$ cat src/rtl/spi_tgt_pkg.sv
package spi_tgt_pkg;

    typedef enum logic [1:0] {
        ST_IDLE = 2'd0,
        ST_LOAD = 2'd1,
        ST_XFER = 2'd2,
        ST_DONE = 2'd3
    } eng_state_t;

endpackage

$ cat src/rtl/spi_tgt_sync.sv
module spi_tgt_sync #(
    parameter int              WIDTH   = 3,
    parameter int              STAGES  = 2,
    parameter logic [WIDTH-1:0] RST_VAL = '0
) (
    input  logic             clk,
    input  logic             rst_n,
    input  logic [WIDTH-1:0] din,
    output logic [WIDTH-1:0] dout
);

    logic [WIDTH-1:0] stg [STAGES];

    for (genvar s = 0; s < STAGES; s++) begin : g_stage
        if (s == 0) begin : g_first
            always_ff @(posedge clk or negedge rst_n) begin
                if (!rst_n) stg[s] <= RST_VAL;
                else        stg[s] <= din;
            end
        end else begin : g_next
            always_ff @(posedge clk or negedge rst_n) begin
                if (!rst_n) stg[s] <= RST_VAL;
                else        stg[s] <= stg[s-1];
            end
        end
    end

    assign dout = stg[STAGES-1];

endmodule

$ cat src/rtl/spi_tgt_engine.sv
module spi_tgt_engine
    import spi_tgt_pkg::*;
#(
    parameter int DATA_W   = 16,
    parameter int NARROW_W = 8
) (
    input  logic              clk,
    input  logic              rst_n,
    input  logic              sck_s,
    input  logic              mosi_s,
    input  logic              sel_n_s,
    input  logic              cfg_enable,
    input  logic              cfg_wide,
    input  logic              cfg_cpol,
    input  logic              cfg_cpha,
    input  logic              cfg_lsb_first,
    input  logic              cfg_sw_mode,
    input  logic              cfg_sw_sel,
    input  logic [DATA_W-1:0] tx_word,
    output logic [DATA_W-1:0] rx_word,
    output logic              tx_take,
    output logic              rx_push,
    output logic              miso,
    output logic              miso_oe
);

    localparam int CNT_W = $clog2(DATA_W) + 1;
    localparam logic [CNT_W-1:0] LAST_WIDE   = CNT_W'(DATA_W - 1);
    localparam logic [CNT_W-1:0] LAST_NARROW = CNT_W'(NARROW_W - 1);

    eng_state_t state, nxt;

    logic              sck_d;
    logic              rise, fall, lead, trail;
    logic              sample_edge, drive_edge;
    logic              selected;
    logic              last_bit;
    logic              f_wide, f_lsb;
    logic              pend;
    logic [CNT_W-1:0]  bit_cnt;
    logic [DATA_W-1:0] tx_sh, rx_sh, rx_nx, tx_nx;
    logic              out_bit;

    // edge detection on the synchronised clock
    always_ff @(posedge clk or negedge rst_n) begin
        if (!rst_n) sck_d <= 1'b0;
        else        sck_d <= sck_s;
    end

    assign rise        = sck_s & ~sck_d;
    assign fall        = ~sck_s & sck_d;
    assign lead        = cfg_cpol ? fall : rise;
    assign trail       = cfg_cpol ? rise : fall;
    assign sample_edge = cfg_cpha ? trail : lead;
    assign drive_edge  = cfg_cpha ? lead : trail;

    assign selected = cfg_enable & (cfg_sw_mode ? ~cfg_sw_sel : ~sel_n_s);
    assign last_bit = (bit_cnt == (f_wide ? LAST_WIDE : LAST_NARROW));

    // state register
    always_ff @(posedge clk or negedge rst_n) begin
        if (!rst_n) state <= ST_IDLE;
        else        state <= nxt;
    end

    // next state
    always_comb begin
        nxt = state;
        unique case (state)
            ST_IDLE: if (selected) nxt = ST_LOAD;                 // SELECT
            ST_LOAD: nxt = selected ? ST_XFER : ST_IDLE;          // START / ABORT
            ST_XFER: begin
                if (!selected)                    nxt = ST_IDLE;  // ABORT
                else if (sample_edge && last_bit) nxt = ST_DONE;  // LAST_SAMPLE
            end
            ST_DONE: nxt = selected ? ST_LOAD : ST_IDLE;          // NEXT / ABORT
            default: nxt = ST_IDLE;
        endcase
    end

    // state-decoded outputs
    always_comb begin
        miso_oe = 1'b0;
        tx_take = 1'b0;
        rx_push = 1'b0;
        unique case (state)
            ST_IDLE: ;
            ST_LOAD: begin
                miso_oe = 1'b1;
                tx_take = selected;
            end
            ST_XFER: miso_oe = 1'b1;
            ST_DONE: begin
                miso_oe = 1'b1;
                rx_push = 1'b1;
            end
            default: ;
        endcase
    end

    // receive shift: where the new bit enters depends on order and width
    always_comb begin
        rx_nx = '0;
        if (!f_lsb) begin
            rx_nx = {rx_sh[DATA_W-2:0], mosi_s};
        end else if (f_wide) begin
            rx_nx = {mosi_s, rx_sh[DATA_W-1:1]};
        end else begin
            rx_nx[NARROW_W-1:0] = {mosi_s, rx_sh[NARROW_W-1:1]};
        end
    end

    assign tx_nx   = f_lsb ? (tx_sh >> 1) : (tx_sh << 1);
    assign out_bit = f_lsb ? tx_sh[0]
                   : (f_wide ? tx_sh[DATA_W-1] : tx_sh[NARROW_W-1]);

    // datapath
    always_ff @(posedge clk or negedge rst_n) begin
        if (!rst_n) begin
            tx_sh   <= '0;
            rx_sh   <= '0;
            bit_cnt <= '0;
            pend    <= 1'b0;
            f_wide  <= 1'b0;
            f_lsb   <= 1'b0;
        end else begin
            unique case (state)
                ST_IDLE: begin
                    bit_cnt <= '0;
                    pend    <= 1'b0;
                end
                ST_LOAD: begin
                    tx_sh   <= tx_word;
                    rx_sh   <= '0;
                    f_wide  <= cfg_wide;
                    f_lsb   <= cfg_lsb_first;
                    bit_cnt <= '0;
                    pend    <= 1'b0;
                end
                ST_XFER: begin
                    if (sample_edge) begin
                        rx_sh   <= rx_nx;
                        bit_cnt <= bit_cnt + 1'b1;
                        pend    <= 1'b1;
                    end else if (drive_edge && pend) begin
                        tx_sh <= tx_nx;
                        pend  <= 1'b0;
                    end
                end
                ST_DONE: pend <= 1'b0;
                default: ;
            endcase
        end
    end

    assign rx_word = rx_sh;
    assign miso    = miso_oe & out_bit;

endmodule

$ cat src/rtl/spi_tgt_hostbuf.sv
module spi_tgt_hostbuf #(
    parameter int DATA_W = 16
) (
    input  logic              clk,
    input  logic              rst_n,
    input  logic              wr_en,
    input  logic [DATA_W-1:0] wr_data,
    input  logic              rd_en,
    input  logic              tx_take,
    input  logic              rx_push,
    input  logic [DATA_W-1:0] rx_word,
    input  logic              tx_irq_en,
    input  logic              rx_irq_en,
    output logic [DATA_W-1:0] tx_word,
    output logic [DATA_W-1:0] rd_data,
    output logic              tx_empty,
    output logic              rx_full,
    output logic              tx_irq,
    output logic              rx_irq
);

    logic [DATA_W-1:0] tx_buf, rx_buf;
    logic              tx_full;

    // transmit holding buffer: keeps its word after the copy, for resend
    always_ff @(posedge clk or negedge rst_n) begin
        if (!rst_n) begin
            tx_buf  <= '0;
            tx_full <= 1'b0;
        end else begin
            if (wr_en) begin
                tx_buf  <= wr_data;
                tx_full <= 1'b1;
            end else if (tx_take) begin
                tx_full <= 1'b0;
            end
        end
    end

    // receive holding buffer: push beats read
    always_ff @(posedge clk or negedge rst_n) begin
        if (!rst_n) begin
            rx_buf  <= '0;
            rx_full <= 1'b0;
        end else begin
            if (rx_push) begin
                rx_buf  <= rx_word;
                rx_full <= 1'b1;
            end else if (rd_en) begin
                rx_full <= 1'b0;
            end
        end
    end

    assign tx_word  = tx_buf;
    assign rd_data  = rx_buf;
    assign tx_empty = ~tx_full;
    assign tx_irq   = tx_irq_en & ~tx_full;
    assign rx_irq   = rx_irq_en & rx_full;

endmodule

$ cat src/rtl/spi_tgt_ctrl.sv
module spi_tgt_ctrl
    import spi_tgt_pkg::*;
#(
    parameter int DATA_W   = 16,
    parameter int NARROW_W = 8,
    parameter int SYNC_N   = 2
) (
    input  logic              clk,
    input  logic              rst_n,
    input  logic              cfg_enable,
    input  logic              cfg_wide,
    input  logic              cfg_cpol,
    input  logic              cfg_cpha,
    input  logic              cfg_lsb_first,
    input  logic              cfg_sw_mode,
    input  logic              cfg_sw_sel,
    input  logic              tx_irq_en,
    input  logic              rx_irq_en,
    input  logic              wr_en,
    input  logic [DATA_W-1:0] wr_data,
    input  logic              rd_en,
    output logic [DATA_W-1:0] rd_data,
    output logic              tx_empty,
    output logic              rx_full,
    output logic              tx_irq,
    output logic              rx_irq,
    input  logic              sck,
    input  logic              mosi,
    input  logic              sel_n,
    output logic              miso,
    output logic              miso_oe
);

    logic [2:0]        pins_s;
    logic [DATA_W-1:0] tx_word, rx_word;
    logic              tx_take, rx_push;

    spi_tgt_sync #(
        .WIDTH   (3),
        .STAGES  (SYNC_N),
        .RST_VAL (3'b001)
    ) u_sync (
        .clk   (clk),
        .rst_n (rst_n),
        .din   ({sck, mosi, sel_n}),
        .dout  (pins_s)
    );

    spi_tgt_engine #(
        .DATA_W   (DATA_W),
        .NARROW_W (NARROW_W)
    ) u_eng (
        .clk           (clk),
        .rst_n         (rst_n),
        .sck_s         (pins_s[2]),
        .mosi_s        (pins_s[1]),
        .sel_n_s       (pins_s[0]),
        .cfg_enable    (cfg_enable),
        .cfg_wide      (cfg_wide),
        .cfg_cpol      (cfg_cpol),
        .cfg_cpha      (cfg_cpha),
        .cfg_lsb_first (cfg_lsb_first),
        .cfg_sw_mode   (cfg_sw_mode),
        .cfg_sw_sel    (cfg_sw_sel),
        .tx_word       (tx_word),
        .rx_word       (rx_word),
        .tx_take       (tx_take),
        .rx_push       (rx_push),
        .miso          (miso),
        .miso_oe       (miso_oe)
    );

    spi_tgt_hostbuf #(
        .DATA_W (DATA_W)
    ) u_buf (
        .clk       (clk),
        .rst_n     (rst_n),
        .wr_en     (wr_en),
        .wr_data   (wr_data),
        .rd_en     (rd_en),
        .tx_take   (tx_take),
        .rx_push   (rx_push),
        .rx_word   (rx_word),
        .tx_irq_en (tx_irq_en),
        .rx_irq_en (rx_irq_en),
        .tx_word   (tx_word),
        .rd_data   (rd_data),
        .tx_empty  (tx_empty),
        .rx_full   (rx_full),
        .tx_irq    (tx_irq),
        .rx_irq    (rx_irq)
    );

endmodule

$ cat config.mk
export PLATFORM = sky130hd
export DESIGN_NAME = spi_tgt_ctrl
export DESIGN_NICKNAME = d
export VERILOG_FILES = /design/src/rtl/spi_tgt_pkg.sv /design/src/rtl/spi_tgt_sync.sv /design/src/rtl/spi_tgt_engine.sv /design/src/rtl/spi_tgt_hostbuf.sv /design/src/rtl/spi_tgt_ctrl.sv
export SDC_FILE = /design/constraint.sdc
export NUM_CORES = 1
export LEC_CHECK = 0
export BUFFER_PORTS_ARGS = -buffer_cell sky130_fd_sc_hd__buf_4
export CORE_MARGIN = 2
export CORE_UTILIZATION = 47
export CTS_CLUSTER_DIAMETER = 200
export DETAILED_ROUTE_END_ITERATION = 10
export PLACE_DENSITY = 0.66
export SYNTH_ARGS = -nofsm -noshare
export SYNTH_HDL_FRONTEND = slang
export SYNTH_SLANG_ARGS = --single-unit
$ cat constraint.sdc
create_clock -name clk -period 2.2 [get_ports clk]
set_input_delay 0.11 -clock clk [delete_from_list [all_inputs] [get_ports clk]]
set_output_delay 0.11 -clock clk [all_outputs]
set_load 0.03 [all_outputs]
==> metrics list <==
- Status: completed
- For this configuration, the core starts out at a cell density of 0.4803.
* DRC violation count after routing: 0
- Post-synth design cell area: ~3900 sq um
* Proportion of total power due to net switching: 0.3226
- Internal power comes to 0.003657 W.
* Worst-case hold path end point: u_buf.rx_full
- At the end of the flow the core is filled with cells to 0.6030.
- Most instantiated flip-flop cell in the synthesis netlist: dfrtp_1
- Synth top area share: 0.5163
- For the worst setup path, the data required time is roughly 2.4 ns.
- Post-synth top area cell: dfrtp_1
* Width of the die: around 95 um
- The detail route stage leaves a number of antenna-violating nets equal to 0.
* Pin count of the biggest net entering global routing: 49
- The root buffer cell chosen for the clock tree is clkbuf_8.
- Top-count cell post-synth: dfrtp_1
- The tool flagged a number of max-cap violations equal to 0.
* First drt pass iteration count: 5
* Fmax: approximately 0.54 GHz
* Via density per instance: about 5.2
* Average wire per standard cell: 14.62 um
- Worst reg-to-reg setup slack: about 0.33 ns
* Biggest area contributors in the synthesized netlist: dfrtp_1 52%, mux2_2 13%, mux2i_1 6.9%
* Signal arrival time at the worst endpoint: around 2.1 ns
- DR iter-0 viols: 86
* Area inside the core boundary: just over 8000 sq um
- After clock tree synthesis, the clock-pin slew on the worst setup and hold paths is 0.08 ns.
- Kind of end point of the critical path: flip-flop
* TritonCTS clock tree: yes
- For met2 alone, demand over resource in global routing was 0.2917.
* Gates resized, CTS repair: 0
- The routed layout has about 2600 vias.
- For this design the ratio of total power to cell area is 1095 nW/um^2.
- Clock insertion delay at the later pin of the skew report: between 0.3 and 0.4 ns
- Row count: 33
- The final layout contains 428 nets.
- Power share of the clock group: 0.248
- Worst hold path startpoint: rd_en
- Of the total power, registers draw 0.379.
* Number of nets produced by synthesis: ~350
- The die is around 95 um tall.
* Number of max-slew violations in the final report: 0
- Across every metal layer, demand over resource in global routing totals 0.1764.
- The worst setup path is of the reg2reg kind.
- The synthesized design contains 83 register bits.
* Final Wtd Congestion: 0.7853
- Number of buffers inserted to repair setup after CTS: 0
- The analysis attributes to net switching a power of 0.001741 W.
* Met1 demand-to-capacity share in global routing: 0.2216
- Setup repair after global routing left no endpoint under its margin.
- Sequential-to-total area share from yosys stat: 0.5296
- The count of buffers added on input and output ports is between 50 and 60.
* Critical path launch point type: flip-flop
- The tightest hold path in the finished design has a slack of about 0.036 ns.
- Top-level I/O count: 54
- For this design the static power due to leakage is about 2.3 nW.
- Global routing finished with a remaining overflow of 0.
- Commonest cells in the synthesized netlist: 81 x dfrtp_1, 44 x mux2_2, 27 x mux2i_1
* Maximum clock insertion buffer count: 2
* Synthesized instance count: 312
- Placed wire-length estimate: between 4 and 5 mm
- The smallest clock period supported by the final layout is computed as 1.868 ns.
* Destination of the worst register-to-register timing path: u_eng.rx_word[9]
- Part of the cycle the worst path needs: 0.8492
- At the pin with the least slew margin, the transition time is ~0.8 ns.
- The first global-routing pass estimated ~12 mm of wire.
- The via count of the first global-routing pass came to around 2600.
- Worst vdd ir: approximately 0.52 mV
- Share of layout cells above drive strength 1: 0.3544
- In this run the worst path has a maximum fanout of 11.
- In this run the critical register-to-register path is launched from u_eng.state[0].
- GR Layer Usage met3: 0.03636
- Slew HR: 0.4670
* Worst hold path stage count: 3
* Share of flip-flops with an asynchronous set or reset: 1.000
- Number of setup violations in the final report: 0
- Synth-to-layout area growth: 25.56%
- Clock sink total: 83
- Buffers inserted during clock tree synthesis total 9.
* Final antenna diode count: 0
* Global route hottest layer: met2
* Total Negative Setup Slacks: 0 ns
- With fillers left out, the area of the finished cells amounts to slightly below 5000 sq um.
- After detailed placement, the total cell area comes to ~4500 sq um.
- The initial antenna violation count was 0.
- The final layout contains routed wiring with a total length of ~7.3 mm.
* Floorplan die area: 9101 sq um
* Number of enable flip-flop cells after synthesis: 0
* Mean Syn Cell Area: between 10 and 15 sq um
* CTS H-tree lvls: 3
* Fin. Hold Viols: 0
* Clock skew: around 0.01 ns
- FF-to-FF path depth: 6
- The share of total power dissipated in combinational logic is 0.373.
* Path class of the lowest-slack min-delay path: in2reg
- Yosys printed 0 warnings.
- The netlist uses 43 different library cells.
## kinds of logic (layout without fill, tap and decap cells)
kind of cell / Yosys count / in the layout / synth area share
buf+inv: 25 / 108 / 0.03187
fa+ha+maj: 5 / 5 / 0.01593
xor+xnor: 2 / 2 / 0.006375
simple gates: 58 / 58 / 0.07170
compound gates: 57 / 57 / 0.1077
flops: 83 / 83 / 0.5296
mux: 82 / 82 / 0.2368
## worst max-delay path by stage
stage,slack [ns],depth (start not counted),endpoint,start
after floorplan,0.47,6,u_eng.tx_sh[10],u_eng.state[0]
after global placement,0.40,6,u_eng.rx_word[12],u_eng.state[0]
after detailed placement,0.35,6,u_eng.rx_word[9],u_eng.state[0]
after CTS,0.34,6,u_eng.rx_word[14],u_eng.state[0]
after global routing,0.20,7,u_eng.bit_cnt[0],u_eng.state[0]
final,0.33,6,u_eng.rx_word[9],u_eng.state[0]
## flip-flops by register name (all words and copies together), names as in the netlist
| signal | flops |
|---|---|
| u_eng.sck_d | 1 |
| u_eng.f_lsb | 1 |
| u_eng.f_wide | 1 |
| u_eng.state | 2 |
| u_sync.dout | 3 |
| u_eng.tx_sh | 16 |
| u_eng.rx_word | 16 |
| u_buf.tx_word | 16 |
| u_sync.stg | 3 |
| u_buf.rd_data | 16 |
| u_buf.rx_full | 1 |
| u_buf.tx_full | 1 |
| u_eng.pend | 1 |
| u_eng.bit_cnt | 5 |
## per-stage QoR
step / cells / power (W) / worst slack, ns
5_1_grt: 500 / 0.005701 / 0.1995
3_5_place_dp: 463 / 0.004065 / 0.3491
3_3_place_gp: 463 / 0.004020 / 0.4008
6_report: 500 / 0.005398 / 0.3317
4_1_cts: 499 / 0.005447 / 0.3387
2_1_floorplan: 312 / 0.003603 / 0.4699
## area by class of cell
| type | count | area (sq um) |
|---|---|---|
| timing repair buffer | 85 | 718.2 |
| inverter | 8 | 30.03 |
| sequential | 83 | 2079 |
| tap | 105 | 131.4 |
| clock inverter | 4 | 97.59 |
| multi-input combinational | 204 | 1722 |
| fill | 682 | 3246 |
| clock buffer | 11 | 151.4 |
## cells in the final DEF (no fill, tap or decap), drive strengths merged, types with 8 or more instances in the layout
| master | n |
|---|---|
| clkbuf | 11 |
| a21oi | 17 |
| dfrtp | 81 |
| nor2b | 9 |
| inv | 8 |
| mux2 | 54 |
| buf | 63 |
| nor2 | 17 |
| nand2 | 10 |
| dlygate4sd3 | 22 |
| mux2i | 28 |
| o2bb2ai | 11 |
## power by group through the flow
stage | clock network (W) | logic [W] | registers [W]
floorplan | 0 | 0.00163 | 0.00198
global placement | 0 | 0.00196 | 0.00206
detailed placement | 0 | 0.00199 | 0.00207
CTS | 0.00137 | 0.00203 | 0.00205
global route | 0.00143 | 0.00218 | 0.00209
finish | 0.00134 | 0.00201 | 0.00205
## worst max-delay path, cell delays in order (launching register included)
cell	delay [ns]
dfrtp_1	0.46
inv_1	0.11
ha_1	0.30
buf_4	0.20
nor2b_1	0.18
a22o_1	0.26
mux2_2	0.25
## what timing repair did
action	4_1_cts	5_1_grt
setup endpoints to repair	0	0
endpoints found under the hold margin	53	1
hold buffers	21	1
## per-layer routing
metal	vias to the layer above	part of all wire	wire (um)
li1	1286	-	-
met1	1260	0.46	3377
met2	57	0.49	3575
met3	10	0.030	222
met4	0	0.018	134
met5	-	0	0
Note: power is estimated with default switching activity, not from simulation.
